==> config.mk <==
export PLATFORM = sky130hd
export DESIGN_NAME = bitbr_exec
export DESIGN_NICKNAME = d
export VERILOG_FILES = /design/src/rtl/bitbr_pkg.sv /design/src/rtl/bitbr_rst_sync.sv /design/src/rtl/bitbr_eval.sv /design/src/rtl/bitbr_cycles.sv /design/src/rtl/bitbr_seq.sv /design/src/rtl/bitbr_exec.sv
export SDC_FILE = /design/constraint.sdc
export NUM_CORES = 1
export LEC_CHECK = 0
export BUFFER_PORTS_ARGS = -buffer_cell sky130_fd_sc_hd__buf_2
export CELL_PAD_IN_SITES_DETAIL_PLACEMENT = 0
export CELL_PAD_IN_SITES_GLOBAL_PLACEMENT = 1
export CORE_ASPECT_RATIO = 1.75
export CORE_UTILIZATION = 36
export CTS_CLUSTER_SIZE = 24
export DETAILED_ROUTE_END_ITERATION = 10
export PLACE_DENSITY_LB_ADDON = 0.1
export SLEW_MARGIN = 0
export SYNTH_ARGS = -nofsm -noshare
export SYNTH_HDL_FRONTEND = slang
export SYNTH_SLANG_ARGS = --single-unit
==> constraint.sdc <==
create_clock -name clk_i -period 1.1 [get_ports clk_i]
set_input_delay 0 -clock clk_i [delete_from_list [all_inputs] [get_ports clk_i]]
set_output_delay 0 -clock clk_i [all_outputs]
set_load 0.02 [all_outputs]
==> src/rtl/bitbr_pkg.sv <==
package bitbr_pkg;

  typedef enum logic [1:0] {
    OP_BSET  = 2'd0,
    OP_BCLR  = 2'd1,
    OP_BTCLR = 2'd2,
    OP_DEC   = 2'd3
  } op_e;

  typedef enum logic [2:0] {
    CL_ACC   = 3'd0,
    CL_SADDR = 3'd1,
    CL_SFR   = 3'd2,
    CL_FLAGS = 3'd3,
    CL_PTR   = 3'd4,
    CL_REG   = 3'd5
  } cls_e;

  function automatic logic pair_legal(input op_e op, input logic [2:0] cls);
    logic ok;
    case (cls)
      CL_ACC, CL_SFR, CL_FLAGS, CL_PTR: ok = (op != OP_DEC);
      CL_SADDR:                         ok = 1'b1;
      CL_REG:                           ok = (op == OP_DEC);
      default:                          ok = 1'b0;
    endcase
    return ok;
  endfunction

endpackage

==> src/rtl/bitbr_rst_sync.sv <==
module bitbr_rst_sync #(
  parameter int STAGES = 2
) (
  input  logic clk_i,
  input  logic rst_ni,
  output logic rst_sync_no
);
  logic [STAGES-1:0] sync_q;

  always_ff @(posedge clk_i or negedge rst_ni) begin
    if (!rst_ni) sync_q <= '0;
    else         sync_q <= {sync_q[STAGES-2:0], 1'b1};
  end

  assign rst_sync_no = sync_q[STAGES-1];
endmodule

==> src/rtl/bitbr_eval.sv <==
module bitbr_eval
  import bitbr_pkg::*;
#(
  parameter int PC_W   = 16,
  parameter int DATA_W = 8,
  parameter int DISP_W = 8,
  parameter int LEN_W  = 3,
  localparam int IDX_W = $clog2(DATA_W)
) (
  input  op_e               op_i,
  input  logic [2:0]        cls_i,
  input  logic [IDX_W-1:0]  bit_i,
  input  logic [LEN_W-1:0]  len_i,
  input  logic [DISP_W-1:0] disp_i,
  input  logic [PC_W-1:0]   pc_i,
  input  logic [DATA_W-1:0] opnd_i,
  output logic              legal_o,
  output logic [PC_W-1:0]   next_pc_o,
  output logic [DATA_W-1:0] wb_data_o,
  output logic              wb_en_o
);
  logic              sel_bit;
  logic              taken;
  logic [DATA_W-1:0] dec_val;
  logic [DATA_W-1:0] clr_mask;
  logic [PC_W-1:0]   fall_pc;
  logic [PC_W-1:0]   disp_ext;

  assign legal_o  = pair_legal(op_i, cls_i);
  assign sel_bit  = opnd_i[bit_i];
  assign dec_val  = opnd_i - DATA_W'(1);
  assign clr_mask = ~(DATA_W'(1) << bit_i);
  assign fall_pc  = pc_i + PC_W'(len_i);
  assign disp_ext = {{(PC_W-DISP_W){disp_i[DISP_W-1]}}, disp_i};

  always_comb begin
    taken     = 1'b0;
    wb_en_o   = 1'b0;
    wb_data_o = '0;
    if (legal_o) begin
      unique case (op_i)
        OP_BSET: taken = sel_bit;
        OP_BCLR: taken = ~sel_bit;
        OP_BTCLR: begin
          taken     = sel_bit;
          wb_en_o   = sel_bit;
          wb_data_o = sel_bit ? (opnd_i & clr_mask) : '0;
        end
        OP_DEC: begin
          taken     = (dec_val != '0);
          wb_en_o   = 1'b1;
          wb_data_o = dec_val;
        end
        default: taken = 1'b0;
      endcase
    end
  end

  assign next_pc_o = taken ? (fall_pc + disp_ext) : fall_pc;
endmodule

==> src/rtl/bitbr_cycles.sv <==
module bitbr_cycles
  import bitbr_pkg::*;
#(
  parameter int WAIT_W = 4,
  parameter int CNT_W  = 6
) (
  input  op_e               op_i,
  input  logic [2:0]        cls_i,
  input  logic              legal_i,
  input  logic              fast_i,
  input  logic [WAIT_W-1:0] rd_wait_i,
  input  logic [WAIT_W-1:0] wr_wait_i,
  output logic [CNT_W-1:0]  cycles_o
);
  logic [CNT_W-1:0] base;
  logic             add_rd;
  logic             add_wr;

  always_comb begin
    base   = CNT_W'(2);
    add_rd = 1'b0;
    add_wr = 1'b0;
    if (legal_i) begin
      case (cls_i)
        CL_ACC: base = CNT_W'(8);
        CL_SADDR: begin
          unique case (op_i)
            OP_BSET:  base = fast_i ? CNT_W'(8)  : CNT_W'(9);
            OP_BCLR:  base = fast_i ? CNT_W'(10) : CNT_W'(11);
            OP_BTCLR: base = fast_i ? CNT_W'(10) : CNT_W'(12);
            default:  base = fast_i ? CNT_W'(8)  : CNT_W'(10);
          endcase
        end
        CL_SFR: base = (op_i == OP_BTCLR) ? CNT_W'(12) : CNT_W'(11);
        CL_FLAGS: begin
          unique case (op_i)
            OP_BSET: base = CNT_W'(9);
            OP_BCLR: base = CNT_W'(11);
            default: begin
              base   = CNT_W'(12);
              add_rd = 1'b1;
              add_wr = 1'b1;
            end
          endcase
        end
        CL_PTR: begin
          if (op_i == OP_BTCLR) begin
            base = fast_i ? CNT_W'(10) : CNT_W'(12);
          end else begin
            base   = fast_i ? CNT_W'(10) : CNT_W'(11);
            add_rd = ~fast_i;
          end
        end
        CL_REG:  base = CNT_W'(6);
        default: base = CNT_W'(2);
      endcase
    end
  end

  assign cycles_o = base
                  + (add_rd ? CNT_W'(rd_wait_i) : '0)
                  + (add_wr ? CNT_W'(wr_wait_i) : '0);
endmodule

==> src/rtl/bitbr_seq.sv <==
module bitbr_seq #(
  parameter int CNT_W = 6
) (
  input  logic             clk_i,
  input  logic             rst_ni,
  input  logic             start_i,
  input  logic [CNT_W-1:0] cycles_i,
  output logic             accept_o,
  output logic             busy_o,
  output logic             done_o
);
  logic             busy_q, busy_d;
  logic             done_q, done_d;
  logic [CNT_W-1:0] cnt_q, cnt_d;
  logic             cnt_en;

  assign accept_o = start_i & ~busy_q;

  always_comb begin
    busy_d = busy_q;
    cnt_d  = cnt_q;
    done_d = 1'b0;
    cnt_en = 1'b0;
    if (accept_o) begin
      busy_d = 1'b1;
      cnt_d  = cycles_i;
      cnt_en = 1'b1;
    end else if (busy_q) begin
      cnt_en = 1'b1;
      if (cnt_q == CNT_W'(1)) begin
        busy_d = 1'b0;
        done_d = 1'b1;
        cnt_d  = '0;
      end else begin
        cnt_d = cnt_q - CNT_W'(1);
      end
    end
  end

  always_ff @(posedge clk_i or negedge rst_ni) begin
    if (!rst_ni) begin
      busy_q <= 1'b0;
      done_q <= 1'b0;
      cnt_q  <= '0;
    end else begin
      busy_q <= busy_d;
      done_q <= done_d;
      if (cnt_en) cnt_q <= cnt_d;
    end
  end

  assign busy_o = busy_q;
  assign done_o = done_q;


  done_pulse_chk: assert property (@(posedge clk_i) disable iff (!rst_ni)
    done_q |=> !done_q);


  cnt_live_chk: assert property (@(posedge clk_i) disable iff (!rst_ni)
    busy_q |-> (cnt_q != '0));


  accept_busy_chk: assert property (@(posedge clk_i) disable iff (!rst_ni)
    (start_i && !busy_q) |=> (busy_q && !done_q));
endmodule

==> src/rtl/bitbr_exec.sv <==
module bitbr_exec
  import bitbr_pkg::*;
#(
  parameter int PC_W   = 16,
  parameter int DATA_W = 8,
  parameter int DISP_W = 8,
  parameter int LEN_W  = 3,
  parameter int WAIT_W = 4
) (
  input  logic                       clk_i,
  input  logic                       rst_ni,
  input  logic                       start_i,
  input  logic [1:0]                 op_i,
  input  logic [2:0]                 cls_i,
  input  logic [$clog2(DATA_W)-1:0]  bit_i,
  input  logic [LEN_W-1:0]           len_i,
  input  logic [DISP_W-1:0]          disp_i,
  input  logic [PC_W-1:0]            pc_i,
  input  logic [DATA_W-1:0]          opnd_i,
  input  logic                       fast_ram_i,
  input  logic [WAIT_W-1:0]          rd_wait_i,
  input  logic [WAIT_W-1:0]          wr_wait_i,
  output logic                       busy_o,
  output logic                       done_o,
  output logic [PC_W-1:0]            next_pc_o,
  output logic [DATA_W-1:0]          wb_data_o,
  output logic                       wb_en_o
);
  localparam int IDX_W   = $clog2(DATA_W);
  localparam int MAX_CYC = 12 + 2 * ((1 << WAIT_W) - 1);
  localparam int CNT_W   = $clog2(MAX_CYC + 1);

  logic              rst_sync_n;
  op_e               op;
  logic              legal;
  logic [PC_W-1:0]   eval_pc;
  logic [DATA_W-1:0] eval_data;
  logic              eval_wb;
  logic [CNT_W-1:0]  cycles;
  logic              accept;

  logic [PC_W-1:0]   next_pc_q;
  logic [DATA_W-1:0] wb_data_q;
  logic              wb_pend_q;
  op_e               op_q;
  logic [IDX_W-1:0]  bit_q;
  logic              legal_q;

  assign op = op_e'(op_i);

  bitbr_rst_sync #(.STAGES(2)) u_rst (
    .clk_i       (clk_i),
    .rst_ni      (rst_ni),
    .rst_sync_no (rst_sync_n)
  );

  bitbr_eval #(
    .PC_W(PC_W), .DATA_W(DATA_W), .DISP_W(DISP_W), .LEN_W(LEN_W)
  ) u_eval (
    .op_i      (op),
    .cls_i     (cls_i),
    .bit_i     (bit_i),
    .len_i     (len_i),
    .disp_i    (disp_i),
    .pc_i      (pc_i),
    .opnd_i    (opnd_i),
    .legal_o   (legal),
    .next_pc_o (eval_pc),
    .wb_data_o (eval_data),
    .wb_en_o   (eval_wb)
  );

  bitbr_cycles #(.WAIT_W(WAIT_W), .CNT_W(CNT_W)) u_cycles (
    .op_i      (op),
    .cls_i     (cls_i),
    .legal_i   (legal),
    .fast_i    (fast_ram_i),
    .rd_wait_i (rd_wait_i),
    .wr_wait_i (wr_wait_i),
    .cycles_o  (cycles)
  );

  bitbr_seq #(.CNT_W(CNT_W)) u_seq (
    .clk_i    (clk_i),
    .rst_ni   (rst_sync_n),
    .start_i  (start_i),
    .cycles_i (cycles),
    .accept_o (accept),
    .busy_o   (busy_o),
    .done_o   (done_o)
  );

  always_ff @(posedge clk_i or negedge rst_sync_n) begin
    if (!rst_sync_n) begin
      next_pc_q <= '0;
      wb_data_q <= '0;
      wb_pend_q <= 1'b0;
      op_q      <= OP_BSET;
      bit_q     <= '0;
      legal_q   <= 1'b0;
    end else if (accept) begin
      next_pc_q <= eval_pc;
      wb_data_q <= eval_data;
      wb_pend_q <= eval_wb;
      op_q      <= op;
      bit_q     <= bit_i;
      legal_q   <= legal;
    end
  end

  assign next_pc_o = next_pc_q;
  assign wb_data_o = wb_data_q;
  assign wb_en_o   = done_o & wb_pend_q;


  wb_with_done_chk: assert property (@(posedge clk_i) disable iff (!rst_sync_n)
    wb_en_o |-> done_o);


  btclr_cleared_chk: assert property (@(posedge clk_i) disable iff (!rst_sync_n)
    (wb_en_o && op_q == OP_BTCLR) |-> (wb_data_o[bit_q] == 1'b0));


  dec_writes_chk: assert property (@(posedge clk_i) disable iff (!rst_sync_n)
    (done_o && legal_q && op_q == OP_DEC) |-> wb_en_o);


  pc_hold_chk: assert property (@(posedge clk_i) disable iff (!rst_sync_n)
    busy_o |=> $stable(next_pc_o));
endmodule

# --- Word level (Yosys, flattened, before mapping) ---
# Cells that the tools add are included.
totals:
  mem_bits_rw: 0
  wordCells: 80
  n_memories: 0
  regBits: 35
  latchBits: 0
  in_bits: 55
  rom_bits: 0
  output_inout_bits: 27
classes:
  magnitude_cmp: 1
  mul: 0
  n_shift: 1
  n_div: 0
  bitwise_logic: 7
  n_reduce_logical: 8
  n_mux: 40
  eq_ne: 10
  add_sub_neg: 6
op_table:
  columns: ["op", "n"]
  rows:
  - ["$pmux W6 S6", 1]
  - ["$mux W6", 5]
  - ["$mux W1", 18]
  - ["$pmux W6 S3", 1]
  - ["$add A16 B16 Y16", 1]
  - ["$add A16 B3 Y16", 1]
  - ["$mux W16", 1]
  - ["$mux W8", 2]
  - ["$pmux W8 S2", 1]
  - ["$add A6 B6 Y6", 2]
  - ["$and A8 B8 Y8", 1]
  - ["$mux W4", 2]
  - ["$not A8 Y8", 1]
  - ["$reduce_bool A8 Y1", 1]
  - ["$shl A1 B3 Y8 const A", 1]
  - ["$sub A8 B1 Y8 const B", 1]
  - ["$eq A3 B2 Y1 const B", 2]
  - ["$eq A3 B3 Y1 const B", 2]
  - ["$eq A6 B1 Y1 const B", 1]
  - ["$mux W3", 2]
  - ["$pmux W1 S3", 2]
  - ["$pmux W3 S2", 1]
  - ["$sub A6 B1 Y6 const B", 1]
  - ["$eq A2 B2 Y1 const B", 2]
  - ["other kinds (15)", 20]

# --- Depth between registers and ports, before layout ---
logic_depth:
  depth_word: 9
  mapped_depth: 15
  depth_no_buf: 15

# --- Hierarchy ---
# A second synthesis with hierarchy kept.
unflattened:
  hier_cells: 415
  area_unflattened_um2: 3769.9
modules_own_cells:
  columns: ["mod", "area_per_inst_um2", "instances", "cells_per_inst", "seq_area_each_um2"]
  rows:
  - ["bitbr_eval", 1737.9, 1, 251, 0.0]
  - ["bitbr_exec", 1039.7, 1, 54, 625.6]
  - ["bitbr_cycles", 479.2, 1, 61, 0.0]
  - ["bitbr_seq", 459.2, 1, 46, 200.2]
  - ["bitbr_rst_sync", 53.8, 1, 3, 50.0]

# --- Worst setup path after synthesis ---
# Ideal clock, no wire load.
synth_timing:
  path_type: "input port to flip-flop"
  from: "input port len_i[0]"
  to: "register next_pc_q[14], in the netlist next_pc_o[14]"
  setup_ps: 66
  setup_slack_ps: -1744
  n_path_buf: 0
  arrival_time_ps: 2778
  stages: 13
  required_time_ps: 1034
  cell_sequence: "ha_1 fa_1 a21o_1 nand2_1 xnor2_1 ha_1 a21oi_1 o21ai_0 a21oi_1 o21ai_0 or4_1 o2111ai_1 a221o_1"
synth_between:
  elab_chain_len: 3
synth_rtl:
  columns: ["element", "line_no", "text"]
  rows:
  - ["from (decl)", "bitbr_exec.sv:16", "input logic [LEN_W-1:0] len_i,"]
  - ["$add A16 B3 Y16 *", "bitbr_eval.sv:33", "assign fall_pc = pc_i + PC_W'(len_i);"]
  - ["$add A16 B16 Y16", "bitbr_eval.sv:59", "assign next_pc_o = taken ? (fall_pc + disp_ext) : fall_pc;"]
  - ["$mux W16 *", "bitbr_eval.sv:59", null]
  - ["to (signal assigned)", "bitbr_exec.sv:102", "next_pc_q <= eval_pc;"]
  - ["to (decl)", "bitbr_exec.sv:42", "logic [PC_W-1:0] next_pc_q;"]
# Mark *: on every way between the ends. The rest lies on a longest branch, timed or not.
# A chain may end at the register's enable or synchronous reset.

# --- Final worst setup path ---
layout_timing:
  from: "input port pc_i[0]"
  to: "register next_pc_q[12], in the netlist next_pc_o[12]"
layout_between:
  elab_chain_len: 3
layout_rtl:
  columns: ["element", "line_no", "text"]
  rows:
  - ["from (decl)", "bitbr_exec.sv:18", "input logic [PC_W-1:0] pc_i,"]
  - ["$add A16 B3 Y16 *", "bitbr_eval.sv:33", null]
  - ["$add A16 B16 Y16", "bitbr_eval.sv:59", null]
  - ["$mux W16 *", "bitbr_eval.sv:59", null]
# Marked as above.

==> flow_summary.ini <==
[yosys]
synth-seq-cells = 35
syn_nets = 511
yosysUniqueCellTypes = 61
ys_seq_area_share_pct = 25.1
synth.area.mux_share_pct = 3.94
synth_xor_area_share_pct = 7.78
synth_top_cell_area_share_pct = 25.1
synth_top_family_by_area = simple AND/OR/NAND/NOR gates
synth_compound_area_share_pct = 19.5
avgSynthCellArea_um2 = 8.25
yosys.area_share.adder_pct = 13.3
synthArstFlopShare_pct = 100
syn-cell-area_um2 = 3490
syn_inst = 423
yosysWarnings = 0
synth_edf_count = 0
synthFlopType = dfrtp_1
ys_top_cells_by_area = dfrtp_1 (25%), ha_1 (9.3%), nand2_1 (5.8%), a21oi_1 (4.3%), xnor2_1 (4.3%)
synth_area_leader_cell = dfrtp_1
synth-simple-area-share_pct = 24.9

[critical_path]
crit_fanout = 5
r2r_cells = 3
max_stage_delay_ns = 0.33
worst_path_dominant_cell_family = adder cells
cp_num_buf_inv = 4
rr_endpoint = next_pc_o[10]
crit_chain = buf_6, ha_4, fa_2, a21o_1, nand4_1, buf_4, xnor2_4, ha_4, buf_4, nand2_1, o21ai_2, buf_4, a31oi_2, nand3b_1, xor2_1, mux2i_1, a21oi_1
start_kind = input port
criticalPathCategory = input port to flop
cp_common_cell = buf_4
critPathRequiredTime_ns = 1.26
r2r_start = u_seq.busy_o
r2r_setup_slack_ns = -0.28
endpoint_kind = flop
slowest_stage = fa_2
cp_data_arrival_time_ns = 2.64

[grt]
grt_pass1_vias = 4282
grt_pass1_wl_um = 20000
track_usage_pct = 25.0
grt.overflow.total = 0
grt_max_degree = 34
antenna_found_initial = 0

[cts]
clk_latency_ns = 0.29
cts_max_path_buffers = 2
htreeDepth = 2
clock-sinks = 35
cts-root-buf = clkbuf_16
cts_made_buffers = 5
cts_tree = built
cts.clk_slew.worst_paths_ns = 0.06

[placement]
place_congestion = 0.878
place_inst = 721
hpwl_um = 9010
pre_cts_ws_ns = -1.77
numPortBuffers = 81

[sta]
finalSetupViolCount = 33
fin_crit_ns = 2.48
skew_ns = 0.00114
fin_tns_setup_ns = -24.59
final_max_slew_viol_count = 0
hold_viol = 0
clock.fmax_mhz = 403
finalWorstSetupSlack_ns = -1.38
rsz0062_at_grt = true
fin_crit_sh_pct = 225

[finish]
utilization_pct = 64.9
final_cells = 772
syn_to_final_growth_pct = 76.1
num-nets-final = 737
antenna_cells = 0
drive_above_1_share_pct = 53.7
fillerInstances = 809

[route]
drcViolationCount = 0
drt-pass1-iter-count = 4
postRouteAntennaNets = 0
num_vias = 4023
viasPerCell = 5.21
drt-total-wl_um = 12400
drt_iter0_markers = 136
wl_per_cell_um = 16.0

[status]
violations = negative setup slack
outcome = finished with violations

[power]
max-vdd-ir-drop_mv = 0.715
power.leakage_nw = 2.92
powerDensity_nw_per_um2 = 1400
power_w = 0.00863

[die]
die_width_um = 76.4
die_h_um = 132
core.rowCount = 47
core_um2 = 9470
ios = 82
design.die.area_um2 = 10100
start_util_pct = 36.9

[hold_path]
hold_class = input port to async pin

[flow_run]
cap_violations = 0
## Yosys cell counts (7+ instances only)
cell / number
and3_1: 8
a31oi_1: 7
a21oi_1: 30
nand2_1: 54
and2_1: 11
xnor2_1: 17
nor2_1: 26
nand3_1: 15
a21o_1: 9
nor3_1: 15
xor2_1: 14
mux2i_1: 10
fa_1: 7
dfrtp_1: 35
o21ai_0: 28
inv_1: 19
ha_1: 26
o22ai_1: 10
## repair_timing
| item | in CTS | in global routing |
|---|---|---|
| hold buffers | 1 | 0 |
| pin swaps | 60 | 49 |
| setup buffers | 27 | 13 |
| endpoints found under the setup margin | 34 | 34 |
| gates resized for setup | 88 | 42 |
| cloned | 3 | 1 |
| hold endpoints to repair | 2 | 0 |
## power breakdown
group          internal [W]  switching (W)  leakage (nW)  total, W
combinational       0.00256        0.00256          2.41   0.00512
clock              0.000836       0.000614        0.0658   0.00145
sequential          0.00177       0.000295         0.442   0.00207
total               0.00517        0.00347          2.92   0.00863
## metrics by stage
| step | area (um2) | hold WS, ns |
|---|---|---|
| 2_1_floorplan | 3750 | -0.296 |
| 3_3_place_gp | 5000 | -0.213 |
| 3_5_place_dp | 5000 | -0.211 |
| 4_1_cts | 5820 | 0.0258 |
| 5_1_grt | 6150 | 0.0329 |
| 6_report | 6150 | 0.0252 |
## worst max-delay path by stage
stage / end / startpoint / slack [ns] / depth (start not counted)
3_5_place_dp: next_pc_o[12] / len_i[1] / -1.77 / 15
3_3_place_gp: next_pc_o[12] / len_i[1] / -1.72 / 15
6_report: next_pc_o[12] / pc_i[0] / -1.38 / 17
4_1_cts: next_pc_o[14] / len_i[1] / -1.37 / 13
5_1_grt: next_pc_o[12] / len_i[0] / -1.49 / 17
2_1_floorplan: next_pc_o[14] / len_i[1] / -1.37 / 12
## cell families after synthesis
family          Yosys count
buf+inv                  33
flops                    35
fa+ha+maj                33
simple gates            167
compound gates          110
mux                      13
xor+xnor                 31
other cells               1
## cells in the final DEF (no fill, tap or decap), types with 10 or more instances in the layout
master   netlist  routed
nand2_1       54      49
o21ai_1        0      20
nor2_1        26      20
ha_1          26      12
nand3_1       15      13
a21oi_1       30      19
xnor2_1       17      11
inv_1         19      12
nor3_1        15      11
dfrtp_1       35      34
ha_4           0      14
mux2i_1       10      10
buf_4          0     126
buf_2          2      68
buf_6          2      27
## state kept, by name, indices dropped and copies added, names as in the netlist
signal / count
next_pc_o: 16
wb_pend_q: 1
wb_data_o: 8
u_rst.sync_q: 2
u_seq.done_o: 1
u_seq.cnt_q: 6
u_seq.busy_o: 1
## metal layers
layer,vias to the layer above,share of wire (%),track usage [%]
met3,30,2.1,2.15
met2,91,60,51.4
met5,-,0,0
met1,1924,35,23.8
met4,0,3.4,12.6
li1,1978,-,-
## area by class of cell
| cell class | instances | area [um2] | area share (%) |
|---|---|---|---|
| multi-input combinational | 357 | 3100 | 50.4 |
| timing repair buffer | 231 | 1780 | 28.9 |
| sequential | 35 | 877 | 14.3 |
| tap | 122 | 153 | 2.48 |
| clock buffer | 5 | 125 | 2.04 |
| inverter | 19 | 96.3 | 1.57 |
| clock inverter | 3 | 20.0 | 0.326 |
Power figures use the tool's default switching activity.
